**config.mk**
```make
export PLATFORM = sky130hd
export DESIGN_NAME = rst_sequencer
export DESIGN_NICKNAME = d
export VERILOG_FILES = /design/src/rtl/rst_seq_pkg.sv /design/src/rtl/rst_pulse_qual.sv /design/src/rtl/rst_merge.sv /design/src/rtl/init_tracker.sv /design/src/rtl/rst_sequencer.sv
export SDC_FILE = /design/constraint.sdc
export NUM_CORES = 1
export LEC_CHECK = 0
export BUFFER_PORTS_ARGS = -buffer_cell sky130_fd_sc_hd__buf_4
export CORE_MARGIN = 8
export CORE_UTILIZATION = 50
export CTS_CLUSTER_DIAMETER = 60
export DETAILED_ROUTE_END_ITERATION = 16
export HOLD_SLACK_MARGIN = 0.05
export PLACE_DENSITY_LB_ADDON = 0.3
export SLEW_MARGIN = 20
export SYNTH_ARGS = -nofsm -noshare
export SYNTH_HDL_FRONTEND = slang
export SYNTH_HIERARCHICAL = 1
export SYNTH_SLANG_ARGS = --single-unit
```
**constraint.sdc**
```tcl
create_clock -name clk -period 3.9 [get_ports clk]
set_input_delay 0.39 -clock clk [delete_from_list [all_inputs] [get_ports clk]]
set_output_delay 0.39 -clock clk [all_outputs]
set_load 0.05 [all_outputs]
```
**src/rtl/rst_seq_pkg.sv**
```systemverilog
package rst_seq_pkg;

  // Number of whole clock cycles that cover a time span (rounded up).
  function automatic int unsigned cycles_for(int unsigned span_ps, int unsigned period_ps);
    return (span_ps + period_ps - 1) / period_ps;
  endfunction

  // Bits needed to hold values 0..max_val.
  function automatic int unsigned cnt_bits(int unsigned max_val);
    int unsigned b;
    b = 1;
    while ((64'(1) << b) <= 64'(max_val)) b++;
    return b;
  endfunction

endpackage

```
**src/rtl/rst_pulse_qual.sv**
```systemverilog
module rst_pulse_qual
  import rst_seq_pkg::*;
#(
  parameter int unsigned THRESH = 50
) (
  input  logic clk,
  input  logic arst_n,
  input  logic pin,
  output logic long_hi
);
  localparam int unsigned W = cnt_bits(THRESH);

  logic [W-1:0] cnt;

  // Counts consecutive high cycles, saturates at THRESH, clears when low.
  always_ff @(posedge clk or negedge arst_n) begin
    if (!arst_n)                 cnt <= '0;
    else if (!pin)               cnt <= '0;
    else if (cnt != W'(THRESH))  cnt <= cnt + 1'b1;
  end

  assign long_hi = (cnt == W'(THRESH));
endmodule

```
**src/rtl/rst_merge.sv**
```systemverilog
module rst_merge
  import rst_seq_pkg::*;
#(
  parameter int unsigned HOLD_CYCLES = 8,
  parameter int unsigned SYNC_STAGES = 2
) (
  input  logic clk,
  input  logic pwr_ok,
  input  logic ev_any,
  output logic por_rst,
  output logic chip_rst
);
  localparam int unsigned HW = cnt_bits(HOLD_CYCLES);

  logic [SYNC_STAGES-1:0] sync_q;
  logic [HW-1:0]          hold;

  // Asynchronous assertion, clock-aligned release of the power reset.
  always_ff @(posedge clk or negedge pwr_ok) begin
    if (!pwr_ok) sync_q <= '0;
    else         sync_q <= {sync_q[SYNC_STAGES-2:0], 1'b1};
  end

  assign por_rst = ~sync_q[SYNC_STAGES-1];

  // Stretch of event-driven resets; any new event restarts the window.
  always_ff @(posedge clk or negedge pwr_ok) begin
    if (!pwr_ok)         hold <= '0;
    else if (ev_any)     hold <= HW'(HOLD_CYCLES);
    else if (hold != '0) hold <= hold - 1'b1;
  end

  assign chip_rst = por_rst | (hold != '0);
endmodule

```
**src/rtl/init_tracker.sv**
```systemverilog
module init_tracker
  import rst_seq_pkg::*;
#(
  parameter int unsigned INIT_CYCLES = 1250000
) (
  input  logic clk,
  input  logic pwr_ok,
  input  logic clr,
  output logic done,
  output logic busy
);
  localparam int unsigned CW = cnt_bits(INIT_CYCLES);

  logic [CW-1:0] cnt;

  always_ff @(posedge clk or negedge pwr_ok) begin
    if (!pwr_ok) begin
      cnt  <= '0;
      done <= 1'b0;
    end else if (clr) begin
      cnt  <= '0;
      done <= 1'b0;
    end else if (!done) begin
      if (cnt == CW'(INIT_CYCLES - 1)) done <= 1'b1;
      else                             cnt  <= cnt + 1'b1;
    end
  end

  assign busy = ~done;
endmodule

```
**src/rtl/rst_sequencer.sv**
```systemverilog
module rst_sequencer
  import rst_seq_pkg::*;
#(
  parameter int unsigned CLK_PERIOD_PS = 8000,
  parameter int unsigned MIN_PULSE_PS  = 400000,
  parameter int unsigned HOLD_CYCLES   = 8,
  parameter int unsigned INIT_CYCLES   = 1250000,
  parameter int unsigned REG_W         = 16,
  parameter int unsigned SWRST_BIT     = 6,
  parameter logic [15:0] SIG_VALUE     = 16'h3000
) (
  input  logic             clk,
  input  logic             pwr_good,
  input  logic             osc_stable,
  input  logic             ext_rst,
  input  logic             cksum_err,
  input  logic             hw_standby,
  input  logic             hw_suspend,
  input  logic             sw_suspend,
  input  logic             ctl_wr,
  input  logic [REG_W-1:0] ctl_wdata,
  input  logic             base_wr,
  input  logic [REG_W-1:0] base_wdata,
  input  logic             sig_wr,
  input  logic [REG_W-1:0] sig_wdata,
  output logic             chip_rst,
  output logic             part_rst,
  output logic             init_done,
  output logic             init_busy,
  output logic [REG_W-1:0] ctl_q,
  output logic [REG_W-1:0] base_q,
  output logic [REG_W-1:0] sig_rdata
);
  localparam int unsigned THRESH = cycles_for(MIN_PULSE_PS, CLK_PERIOD_PS);

  logic pwr_ok;
  logic por_rst;
  logic stby_q, susp_q, ssusp_q;
  logic ev_ext, ev_cksum, ev_sw, ev_mode, ev_any;
  logic sig_set;
  logic [REG_W-1:0] sig_val;

  assign pwr_ok = pwr_good & osc_stable;

  rst_pulse_qual #(.THRESH(THRESH)) u_qual (
    .clk     (clk),
    .arst_n  (pwr_ok),
    .pin     (ext_rst),
    .long_hi (ev_ext)
  );

  // Mode level history; only power loss clears it, so a chip reset
  // cannot fake a mode edge.
  always_ff @(posedge clk or negedge pwr_ok) begin
    if (!pwr_ok) begin
      stby_q  <= 1'b0;
      susp_q  <= 1'b0;
      ssusp_q <= 1'b0;
    end else begin
      stby_q  <= hw_standby;
      susp_q  <= hw_suspend;
      ssusp_q <= sw_suspend;
    end
  end

  assign ev_cksum = cksum_err;
  assign ev_sw    = ctl_wr & ctl_wdata[SWRST_BIT] & ~chip_rst;
  assign ev_mode  = (hw_standby ^ stby_q) | (hw_suspend ^ susp_q) | (ssusp_q & ~sw_suspend);
  assign ev_any   = ev_ext | ev_cksum | ev_sw | ev_mode;

  rst_merge #(.HOLD_CYCLES(HOLD_CYCLES), .SYNC_STAGES(2)) u_merge (
    .clk      (clk),
    .pwr_ok   (pwr_ok),
    .ev_any   (ev_any),
    .por_rst  (por_rst),
    .chip_rst (chip_rst)
  );

  assign part_rst = chip_rst | ssusp_q;

  init_tracker #(.INIT_CYCLES(INIT_CYCLES)) u_init (
    .clk    (clk),
    .pwr_ok (pwr_ok),
    .clr    (part_rst),
    .done   (init_done),
    .busy   (init_busy)
  );

  // Registers that survive a partial reset.
  always_ff @(posedge clk or negedge pwr_ok) begin
    if (!pwr_ok) begin
      ctl_q  <= '0;
      base_q <= '0;
    end else if (chip_rst) begin
      ctl_q  <= '0;
      base_q <= '0;
    end else begin
      if (ctl_wr)  ctl_q  <= ctl_wdata;
      if (base_wr) base_q <= base_wdata;
    end
  end

  // Signature offset: fixed pattern until a non-zero value is stored.
  always_ff @(posedge clk or negedge pwr_ok) begin
    if (!pwr_ok) begin
      sig_set <= 1'b0;
      sig_val <= '0;
    end else if (part_rst) begin
      sig_set <= 1'b0;
      sig_val <= '0;
    end else if (sig_wr && (sig_set || (sig_wdata != '0))) begin
      sig_set <= 1'b1;
      sig_val <= sig_wdata;
    end
  end

  assign sig_rdata = sig_set ? sig_val : REG_W'(SIG_VALUE);

  // Unused but kept visible for the bound checker.
  logic unused_por;
  assign unused_por = por_rst;
endmodule

```
Word level (Yosys, flattened, before mapping)
Index checks and enable logic that the tools add are counted.
{"block": "classes", "multipliers": 0, "bitwise": 17, "n_shift": 0, "mux": 19, "reduce_logical": 9, "add_sub_neg": 3, "n_eq_ne": 6, "n_lt_le_gt_ge": 0, "div": 0}
{"op": "16-bit 2-to-1 mux", "n": 7}
{"op": "21-bit 2-to-1 mux", "n": 3}
{"op": "21-bit by 1-bit adder with 21-bit output (second input constant)", "n": 1}
{"op": "21-bit equality test (second input constant)", "n": 1}
{"op": "16-bit nonzero test", "n": 1}
{"op": "6-bit 2-to-1 mux", "n": 2}
{"op": "4-bit 2-to-1 mux", "n": 2}
{"op": "2-bit nonzero test", "n": 4}
{"op": "1-bit bitwise OR", "n": 7}
{"op": "6-bit by 1-bit adder with 6-bit output (second input constant)", "n": 1}
{"op": "6-bit equality test (second input constant)", "n": 1}
{"op": "6-bit inequality test (second input constant)", "n": 1}
{"op": "1-bit 2-to-1 mux", "n": 5}
{"op": "1-bit bitwise AND", "n": 4}
{"op": "2-bit inequality test (second input constant)", "n": 2}
{"op": "1-bit NOT", "n": 4}
{"op": "4-bit nonzero test", "n": 1}
{"op": "4-bit by 1-bit subtractor with 4-bit output (second input constant)", "n": 1}
{"op": "2-bit by 1-bit inequality test with 1-bit output (second input constant)", "n": 1}
{"op": "2-bit AND reduction", "n": 1}
{"op": "1-bit bitwise XOR", "n": 2}
{"op": "1-bit logical AND", "n": 1}
{"op": "1-bit logical OR", "n": 1}
{"block": "totals", "elab_cells": 66, "ff_bits": 86, "latch_bits": 0, "ram_bits": 0, "mem_count": 0, "in_bits": 59, "rom_bits": 0}

Logic depth before layout (Yosys ltp)
Gate-level depths: netlist (run 1).
{"block": "depth", "ltp_word": 7, "ltp_mapped": 10}

Hierarchy
The synthesis (run 1) kept the hierarchy.
{"module": "rst_sequencer", "n_inst": 1, "cells_per_inst": 222, "area_per_inst_um2": 2381.0, "seq_area_each_um2": 1301.2}
{"module": "init_tracker", "n_inst": 1, "cells_per_inst": 119, "area_per_inst_um2": 1178.6, "seq_area_each_um2": 550.5}
{"module": "rst_pulse_qual", "n_inst": 1, "cells_per_inst": 32, "area_per_inst_um2": 322.8, "seq_area_each_um2": 150.1}
{"module": "rst_merge", "n_inst": 1, "cells_per_inst": 26, "area_per_inst_um2": 291.5, "seq_area_each_um2": 150.1}

Worst setup path before layout (run 1)
OpenSTA, ideal clock, no wires.
{"block": "synth_path", "path_kind": "register to register", "from": "register u_merge.hold[0]", "to": "register u_init.cnt[0]", "setup_ns": 0.132, "path_buffers": 3, "period_less_slack_ns": 2.941, "setup_slack_ns": 0.959, "arrival_ns": 2.809, "stages_incl_launch_ff": 11, "path_cell_list": "dfrtp_1 -> inv_1 -> ha_1 -> nor3b_4 -> nand2_1 -> clkbuf_1 -> nor2_1 -> inv_1 -> clkbuf_1 -> clkbuf_1 -> nor2_1"}
{"block": "synth_via", "elab_chain_len": 5, "elab_cells_between_ends": 7}
{"element": "start, declared", "line": "rst_merge.sv:16", "rtl": "logic [HW-1:0] hold;"}
{"element": "start signal, assigned", "line": "rst_merge.sv:29", "rtl": "else if (ev_any) hold <= HW'(HOLD_CYCLES);"}
{"element": "start signal, assigned", "line": "rst_merge.sv:30", "rtl": "else if (hold != '0) hold <= hold - 1'b1;"}
{"element": "4-bit nonzero test (*)", "line": "rst_merge.sv:33", "rtl": "assign chip_rst = por_rst | (hold != '0);"}
{"element": "1-bit bitwise OR (*)", "line": "rst_merge.sv:33"}
{"element": "via chip_rst", "line": "rst_sequencer.sv:26", "rtl": "output logic chip_rst,"}
{"element": "1-bit bitwise OR (*)", "line": "rst_sequencer.sv:79", "rtl": "assign part_rst = chip_rst | ssusp_q;"}
{"element": "via part_rst", "line": "rst_sequencer.sv:27", "rtl": "output logic part_rst,"}
{"element": "2-bit inequality test (no source line)"}
{"element": "2-bit AND reduction (no source line)"}
{"element": "end signal, assigned", "line": "init_tracker.sv:25", "rtl": "else cnt <= cnt + 1'b1;"}
{"element": "end, declared", "line": "init_tracker.sv:14", "rtl": "logic [CW-1:0] cnt;"}
Mark *: on every way through the listed nets, which the timed path passes. The rest lies on a longest branch.
A chain may end at the register's enable or synchronous reset.

Final worst setup path (run 1)
{"block": "layout_path", "from": "register u_merge.hold[0]", "to": "output part_rst"}
{"block": "layout_via", "elab_chain_len": 3}
{"element": "4-bit nonzero test", "line": "rst_merge.sv:33"}
{"element": "1-bit bitwise OR", "line": "rst_merge.sv:33"}
{"element": "1-bit bitwise OR", "line": "rst_sequencer.sv:79"}
{"element": "end, declared", "line": "rst_sequencer.sv:27"}
Every way passes these cells.

==> results of run 1 <==
## layout by cell type, fill, tap and decap left out, types with 2 or more instances in the layout
| cell type | n |
|---|---|
| xnor2_1 | 13 |
| inv_6 | 2 |
| ha_1 | 4 |
| mux2_1 | 4 |
| inv_1 | 16 |
| nand3_2 | 2 |
| a311oi_1 | 8 |
| clkbuf_8 | 9 |
| nor4_1 | 4 |
| nand3_1 | 23 |
| nand4_1 | 14 |
| and2_1 | 16 |
| dfrtp_1 | 86 |
| xor2_1 | 7 |
| mux2i_1 | 34 |
| nand2_1 | 18 |
| a211oi_1 | 4 |
| buf_4 | 113 |
| nor3_1 | 4 |
| nand3b_1 | 10 |
| nor2b_1 | 4 |
| a21oi_1 | 10 |
| nor3_4 | 2 |
| mux2_2 | 2 |
| nor2_1 | 61 |
| clkinvlp_4 | 3 |
| nand2b_1 | 5 |
| and3_1 | 2 |
## path summary, 6_finish.rpt
check	from	to	slack, ns
max	u_merge/hold[0]	part_rst	0.84
min	osc_stable	susp_q	0.13
max reg2reg	u_merge/hold[0]	u_init/cnt[13]	1.07
min reg2reg	u_merge/sync_q[0]	u_merge/sync_q[1]	0.37
max in group asynchronous	pwr_good	u_init/cnt[18]	3.29
min in group clk	sw_suspend	ssusp_q	0.14
## flip-flops by register name, summed over array words and instances, names as in the netlist
signal and flops:
susp_q 1, base_q 16, u_init/cnt 21, u_qual/cnt 6
stby_q 1, u_merge/hold 4, sig_set 1, ctl_q 16
u_init/done 1, u_merge/sync_q 2, sig_val 16, ssusp_q 1
## metal layers
metal | track usage (%) | wire length [microns]
met5 | 0 | 0
met2 | 28.3 | 4770
met1 | 21.3 | 4240
met4 | 6.13 | 98
met3 | 4.43 | 877
## metrics by stage
stage | std cells | utilization (%) | setup WS [ns]
2_1_floorplan | 398 | - | 0.823
3_3_place_gp | 596 | 62.2 | 1.18
3_5_place_dp | 596 | 62.2 | 1.08
4_1_cts | 611 | 64.6 | 0.808
5_1_grt | 613 | 65.1 | 0.608
6_report | 613 | 65.1 | 0.838
## cell type report
type / count / share of cell area [%]
well taps: 105 / 2.48
inverters: 16 / 1.13
clock buffers: 9 / 2.34
clock inverters: 6 / 1.32
multi-input cells: 276 / 35.2
flip-flops and latches: 86 / 40.6
repair buffers: 115 / 16.9
## power breakdown
group | internal (mW) | switching, mW | leakage [nW]
logic | 0.0812 | 0.0880 | 1.28
clock network | 0.297 | 0.326 | 0.0883
registers | 0.902 | 0.0109 | 1.18
total | 1.28 | 0.425 | 2.55
## critical path: cells and delay by family, from the launching register on
family / cells / cell delay, ns
buffers and inverters: 5 / 1.34
DFF: 1 / 0.41
and+or+nand+nor: 3 / 0.33
adders and majority gates: 1 / 0.23
==> key figures, run 1 <==
Yosys
  – Yosys Warn Count: 6
  – Syn Inst Count: about 400
  – Post-synthesis area per instance: between 10 and 15 sq um
  – Synthesized cell area: 4170 sq um
  – Post-Syn Nets: 461

Pwr
  – Overall Power: around 1.7 mW
  – VDD IR max: roughly 0.19 mV
  – PD cells: 322 nW/um^2
  – Pleak: ~2.5 nW

Timing
  – Worst-Margin Slew: 0.719 ns
  – Setup TNS: 0 ns
  – Fin crit share: about four fifths
  – Peak Freq: approximately 330 MHz
  – Clock skew: 0.00944 ns
  – Final Slew Violations: 0
  – # setup viols final: 0
  – Slew HR: 51.7%
  – Fin. Hold Viols: 0
  – Hold_ws: 0.126 ns
  – RSZ-0062 raised after global routing: false
  – Final min period: 3.06 ns

Global routing
  – Global Route Usage Sum: 17.2%
  – Largest net degree at the start of global routing: 87
  – Initial antenna violation count: 0
  – Grt total ovfl: 0
  – Number of global-route vias before repair: approximately 3300
  – First-pass GRT wire length: 16200 microns

Placed design
  – Final GP Congestion: about 0.79
  – PortBufs: 110
  – DP HPWL: roughly 7300 microns
  – Placed Area: slightly above 5000 sq um

Status
  – Status: finished clean

Job
  – Max Cap Violations: 0

Routing
  – DRT Pass-1 Iters: 4
  – WL final: roughly 10000 microns
  – Vias per cell: 5.39
  – Iteration-0 DRC Markers: between 100 and 150
  – Final ANT Viol Nets: 0
  – Via count: between 3000 and 4000
  – WL/cell: 16.3 microns
  – DR DRC count: 0

CTS
  – CTS sink count: between 80 and 90
  – Post-CTS Setup Inserts: 0
  – CTS tree: yes
  – Hold buffers post-CTS: 0
  – CTS resizes: 0
  – H-Tree Depth: 3
  – Total CTS buffers: 9
  – Root Driver: clkbuf_8
  – Clk Latency, worst-skew pair: between 0.3 and 0.4 ns
  – Clock tree buffer depth: 2
  – Worst-path clk slew: around 0.090 ns

Setup path
  – Arr. time, crit path: roughly 2.7 ns
  – Kind of end point of the critical path: output port
  – WP data required: roughly 3.5 ns
  – Setup CP Type: flop to output port
  – CP Cell Sequence: inv_1 -> ha_1 -> nor3b_4 -> nand2_1 -> buf_4 -> nor2_1 -> buf_4 -> inv_1 -> buf_4
  – Number of cells on the worst reg-to-reg path: 11
  – CP Max Fanout: 35
  – Cell mode on critical path: buf_4
  – Worst setup SP type: flop
  – Delay of the slowest critical-path stage: 0.42 ns
  – Crit-path slowest cell: inv_1

Final layout
  – Fillcell total: ~660
  – Area grow syn2layout: 27.1%
  – NumNets Final: ~570
  – Number of diodes: 0
  – Final Instance Area: between 5000 and 6000 sq um
  – Multi-input gate area: roughly 1900 sq um
  – FF/Latch Area: around 2200 sq um
  – Share of layout cells above drive strength 1: about 29%

Die
  – Die height: 107 microns
  – DIE AREA: 11500 sq um
  – Core Area: slightly above 8000 sq um
  – Die width: roughly 110 microns
  – Num rows: 33
  – IO Pins: ~110
  – Initial core utilization: 51.3%

Min path
  – HP Class: input port to async pin
Note: power is estimated with default switching activity, not from simulation.
==> run 2: changes to the inputs <==
- CORE_UTILIZATION: 50 -> 48
- clock period: 3.9 -> 2.7 ns (I/O delays scaled with it)
==> run 2 against run 1 <==
- first-iteration DRC count grew 86%
- sequential share of layout area shrank 0.22 points
- die area grew 3.5%
- cell count grew 0.98%
- clock power grew 45%
- clock skew grew 0.0012 ns
- critical path type unchanged
==> key figures, run 2 (synthesized netlist as in run 1, its figures left out) <==
Die
  – Die height: around 110 microns
  – Num rows: 34
  – Die width: around 110 microns
  – DIE AREA: approximately 12000 sq um
  – IO Pins: between 100 and 150
  – Initial core utilization: 48.5%
  – Core Area: around 8600 sq um

Setup path
  – Delay of the slowest critical-path stage: 0.42 ns
  – Worst setup SP type: flop
  – CP Max Fanout: 13
  – Setup CP Type: flop to output port
  – Cell family with most CP delay: simple AND/OR/NAND/NOR gates
  – Arr. time, crit path: 2.17 ns
  – Reg2reg start: u_merge/hold[0]
  – CP Cell Sequence: inv_1 -> ha_1 -> nor3b_4 -> nand2_4 -> nor2_4 -> clkinvlp_4 -> buf_4
  – Kind of end point of the critical path: output port
  – WP buf/inv: 3
  – Crit-path slowest cell: dfrtp_1
  – WP data required: approximately 2.4 ns
  – Origin of the worst setup path: u_merge/hold[0]

CTS
  – Total CTS buffers: 9
  – H-Tree Depth: 3
  – CTS sink count: 86
  – Worst-path clk slew: 0.09 ns
  – Clk Latency, worst-skew pair: roughly 0.35 ns
  – CTS tree: yes
  – Root Driver: clkbuf_8
  – Clock tree buffer depth: 2

Routing
  – WL final: just over 9000 microns
  – DR DRC count: 0
  – Vias per cell: around 5.3
  – Via count: 3253
  – DRT Pass-1 Iters: 4
  – WL/cell: 15.1 microns
  – Final ANT Viol Nets: 0
  – Iteration-0 DRC Markers: approximately 210

Placed design
  – Final GP Congestion: around 0.8
  – PortBufs: 110
  – Dpl ws: just under 0.4 ns
  – DP HPWL: roughly 6800 microns

Final layout
  – NumNets Final: between 500 and 600
  – Share of layout cells above drive strength 1: ~29%
  – Max reg flops: 21
  – Most common cell after layout, fill and taps aside: buf_4
  – Most flops, register: u_init/cnt
  – Area grow syn2layout: 27.8%
  – Most frequent cells in the layout: buf_4 (113), dfrtp_1 (86), nor2_1 (60)
  – Number of diodes: 0

Min path
  – HP Class: input port to async pin

Timing
  – Setup TNS: 0 ns
  – Hold_ws: slightly above 0.05 ns
  – Slew HR: 53.3%
  – Peak Freq: about 410 MHz
  – Setup WS post-layout: 0.256 ns
  – Fin. Hold Viols: 0
  – RSZ-0062 raised after global routing: false
  – Final min period: 2.44 ns
  – Clock skew: about 0.011 ns
  – # setup viols final: 0
  – Worst-Margin Slew: a little under 0.7 ns
  – Final Slew Violations: 0
  – Fin crit share: about 91%

Pwr
  – Pleak: roughly 2.6 nW
  – PD cells: 462 nW/um^2
  – VDD IR max: around 0.27 mV

Job
  – Max Cap Violations: 0

Global routing
  – First-pass GRT wire length: between 15000 and 20000 microns
  – Grt total ovfl: 0
  – Number of global-route vias before repair: about 3100
  – Largest net degree at the start of global routing: 87
  – Initial antenna violation count: 0
  – Global Route Usage Sum: roughly 16%

Status
  – Status: finished clean
run 2: changes by cell type in the layout (fill, tap and decap cells not counted):
cell and change:
nor2_1 -1, inv_1 -1, clkinvlp_4 +1, nand2_1 -1, buf_16 -1, nor2_4 +1, nand2_4 +1, clkbuf_1 +1
dlygate4sd3_1 +3
run 2: per-layer routing:
metal | up-vias | track usage (%) | routed length (microns)
met1 | 1540 | 20.9 | 4240
li1 | 1590 | - | -
met5 | - | 0 | 0
met3 | 10 | 5.02 | 907
met2 | 113 | 24.0 | 4100
met4 | 0 | 4.73 | 95
run 2: path summary, 6_finish.rpt:
path                                          end  slack, ns  cells after the start
worst max-delay path                     part_rst       0.26                      7
worst min-delay path               u_init/cnt[17]       0.05                      3
worst max register to register    u_merge/hold[1]       0.43                      7
worst min register to register  u_merge/sync_q[1]       0.35                      0
max in group asynchronous                 ssusp_q       2.29                      3
min in group clk                       sig_val[3]       0.15                      3
run 2: power by group:
group          internal (mW)  switching [mW]
Combinational          0.117           0.125
Sequential              1.30          0.0161
Clock                  0.434           0.468
run 2: through the flow:
stage / cells / instance area (sq um) / util (%) / power (mW)
finish: 619 / 5330 / 62.0 / 2.46
CTS: 619 / 5320 / 61.9 / 2.50
detailed placement: 600 / 5090 / 59.3 / 1.59
global placement: 600 / 5090 / 59.3 / 1.58
global route: 619 / 5330 / 62.0 / 2.57
floorplan: 398 / 4190 / - / 1.48
run 2: tightest hold or removal path, stage by stage:
cell and delay [ns]:
buf_4 0.07, and2_4 0.13, buf_12 0.36
run 2: final cells by class:
cell class / instances / area, sq um
inverter: 16 / 63.8
clock buffer: 10 / 128
timing repair buffer: 117 / 898
multi-input combinational: 276 / 1880
tap: 108 / 135
sequential: 86 / 2150
fill: 703 / 3270
clock inverter: 6 / 70.1
run 2: timing repair:
item	4_1_cts	5_1_grt
endpoints found under the setup margin	0	1
setup buffers	0	0
endpoints found under the hold margin	3	0
hold buffers	3	0
resized for setup	0	1
==> run 3: changes to the inputs <==
- CORE_MARGIN: 8 -> not set
- CORE_UTILIZATION: 48 -> 50
- clock period: 2.7 -> 3.1 ns (I/O delays scaled with it)
==> run 3 against run 2 <==
- core utilization rose by 4.8 points
- via count increased by 0.28%
- register-to-register slack gained 0.28 ns
- global-route usage rose by 5.9 points
- sequential cell count stayed put
- total power shrank 13%
- first-iteration DRC count shrank 53%
- cell area decreased by 1.2%
- combinational power fell by 15%
- sequential share of layout area up 0.47 points
- worst hold slack better by 0.0040 ns
- largest cell class unchanged
- highest routed layer unchanged
==> key figures, run 3 (synthesized netlist as in run 1, its figures left out) <==
Status
  – Status: finished clean

Pwr
  – Overall Power: between 2 and 2.5 mW
  – VDD IR max: 0.271 mV
  – PD cells: roughly 410 nW/um^2
  – Pleak: around 2.5 nW

Global routing
  – Global Route Usage Sum: 21.6%
  – Grt total ovfl: 0
  – Number of global-route vias before repair: 3143
  – First-pass GRT wire length: between 10000 and 15000 microns
  – Largest net degree at the start of global routing: 42
  – Initial antenna violation count: 0

Routing
  – DR DRC count: 0
  – Final ANT Viol Nets: 0
  – DRT Pass-1 Iters: 4
  – Via count: roughly 3300
  – WL/cell: around 14 microns
  – Iteration-0 DRC Markers: 100
  – WL final: between 8000 and 9000 microns
  – Vias per cell: 5.34

Die
  – DIE AREA: 8710 sq um
  – IO Pins: roughly 110
  – Core Area: ~7900 sq um
  – Die height: ~93 microns
  – Die width: ~93 microns
  – Initial core utilization: a little over half
  – Num rows: 32

Setup path
  – Kind of end point of the critical path: output port
  – Worst reg-to-reg setup slack: 0.71 ns
  – WP data required: ~2.8 ns
  – Worst setup SP type: flop
  – Arr. time, crit path: 2.23 ns
  – CP Max Fanout: 21
  – Setup CP Type: flop to output port

Timing
  – Final min period: 2.54 ns
  – Setup WS post-layout: around 0.56 ns
  – Final Slew Violations: 0
  – Fin crit share: between 80% and 90%
  – Peak Freq: roughly 400 MHz
  – Slew HR: 53.5%
  – Worst-Margin Slew: around 0.7 ns
  – Clock skew: about 0.0071 ns
  – Fin. Hold Viols: 0
  – Hold_ws: about 0.056 ns
  – RSZ-0062 raised after global routing: false
  – # setup viols final: 0
  – Setup TNS: 0 ns

Final layout
  – Final cell count without fillers: 611
  – Final Instance Area: ~5300 sq um
  – Max reg flops: 21
  – Area grow syn2layout: 26.3%
  – Fin util: between 60% and 70%
  – Number of diodes: 0
  – Most frequent cells in the layout: buf_4 (115), dfrtp_1 (86), nor2_1 (61)
  – NumNets Final: roughly 570
  – Most common cell after layout, fill and taps aside: buf_4
  – Most flops, register: u_init/cnt
  – Share of layout cells above drive strength 1: approximately 28%

Job
  – Max Cap Violations: 0

CTS
  – Clk Latency, worst-skew pair: between 0.3 and 0.4 ns
  – Worst-path clk slew: approximately 0.09 ns
  – Total CTS buffers: 9
  – CTS tree: yes
  – Clock tree buffer depth: 2
  – H-Tree Depth: 3
  – CTS sink count: 86
  – Post-CTS Setup Inserts: 0
  – Hold buffers post-CTS: 0
  – CTS resizes: 0
  – Root Driver: clkbuf_8

Min path
  – HP Class: input port to async pin

Placed design
  – Placed Area: around 5100 sq um
  – Final GP Congestion: between 0.8 and 0.9
  – DP HPWL: 6450 microns
  – Dpl ws: slightly above 0.7 ns
  – Cells after DPL: 595
  – PortBufs: 110
run 3: changes by cell type in the layout (fill, tap and decap cells not counted):
cell,previous run,this run
nand2_4,2,1
buf_4,113,115
nand2_1,17,18
clkinvlp_4,4,3
inv_1,15,16
dlygate4sd3_1,3,0
buf_12,1,0
nor2_4,1,0
nor2_1,60,61
run 3: worst max-delay path, cell delays in order (launching register included):
cell	delay, ns
dfrtp_1	0.42
inv_1	0.08
ha_1	0.20
nor3b_4	0.25
nand2_1	0.10
nor2_1	0.18
inv_1	0.32
buf_4	0.31
run 3: area by class of cell:
class / count / area [sq um]
fillers: 627 / 2620
well taps: 102 / 128
clock buffers: 10 / 128
flip-flops and latches: 86 / 2150
repair buffers: 115 / 863
multi-input cells: 276 / 1870
inverters: 16 / 60.1
clock inverters: 6 / 70.1
run 3: layer usage:
metal | GRT usage (%) | part of all wire [%]
met2 | 34.9 | 45
met5 | 0 | 0
met1 | 29.1 | 47
met4 | 7.31 | 1.4
met3 | 4.23 | 6.9
run 3: path summary, 6_finish.rpt:
check / cells past startpoint / endpoint / startpoint
hold reg to reg: 0 / u_merge/sync_q[1] / u_merge/sync_q[0]
hold / removal: 2 / ctl_q[12] / osc_stable
setup reg to reg: 8 / u_merge/hold[1] / u_merge/hold[0]
min in group clk: 1 / ssusp_q / sw_suspend
setup / recovery: 7 / part_rst / u_merge/hold[0]
max in group asynchronous: 3 / base_q[0] / pwr_good
run 3: where the power goes:
part / switching (mW) / internal, mW / total [mW]
Combinational: 0.109 / 0.0974 / 0.206
Sequential: 0.0137 / 1.14 / 1.15
Clock: 0.407 / 0.378 / 0.785
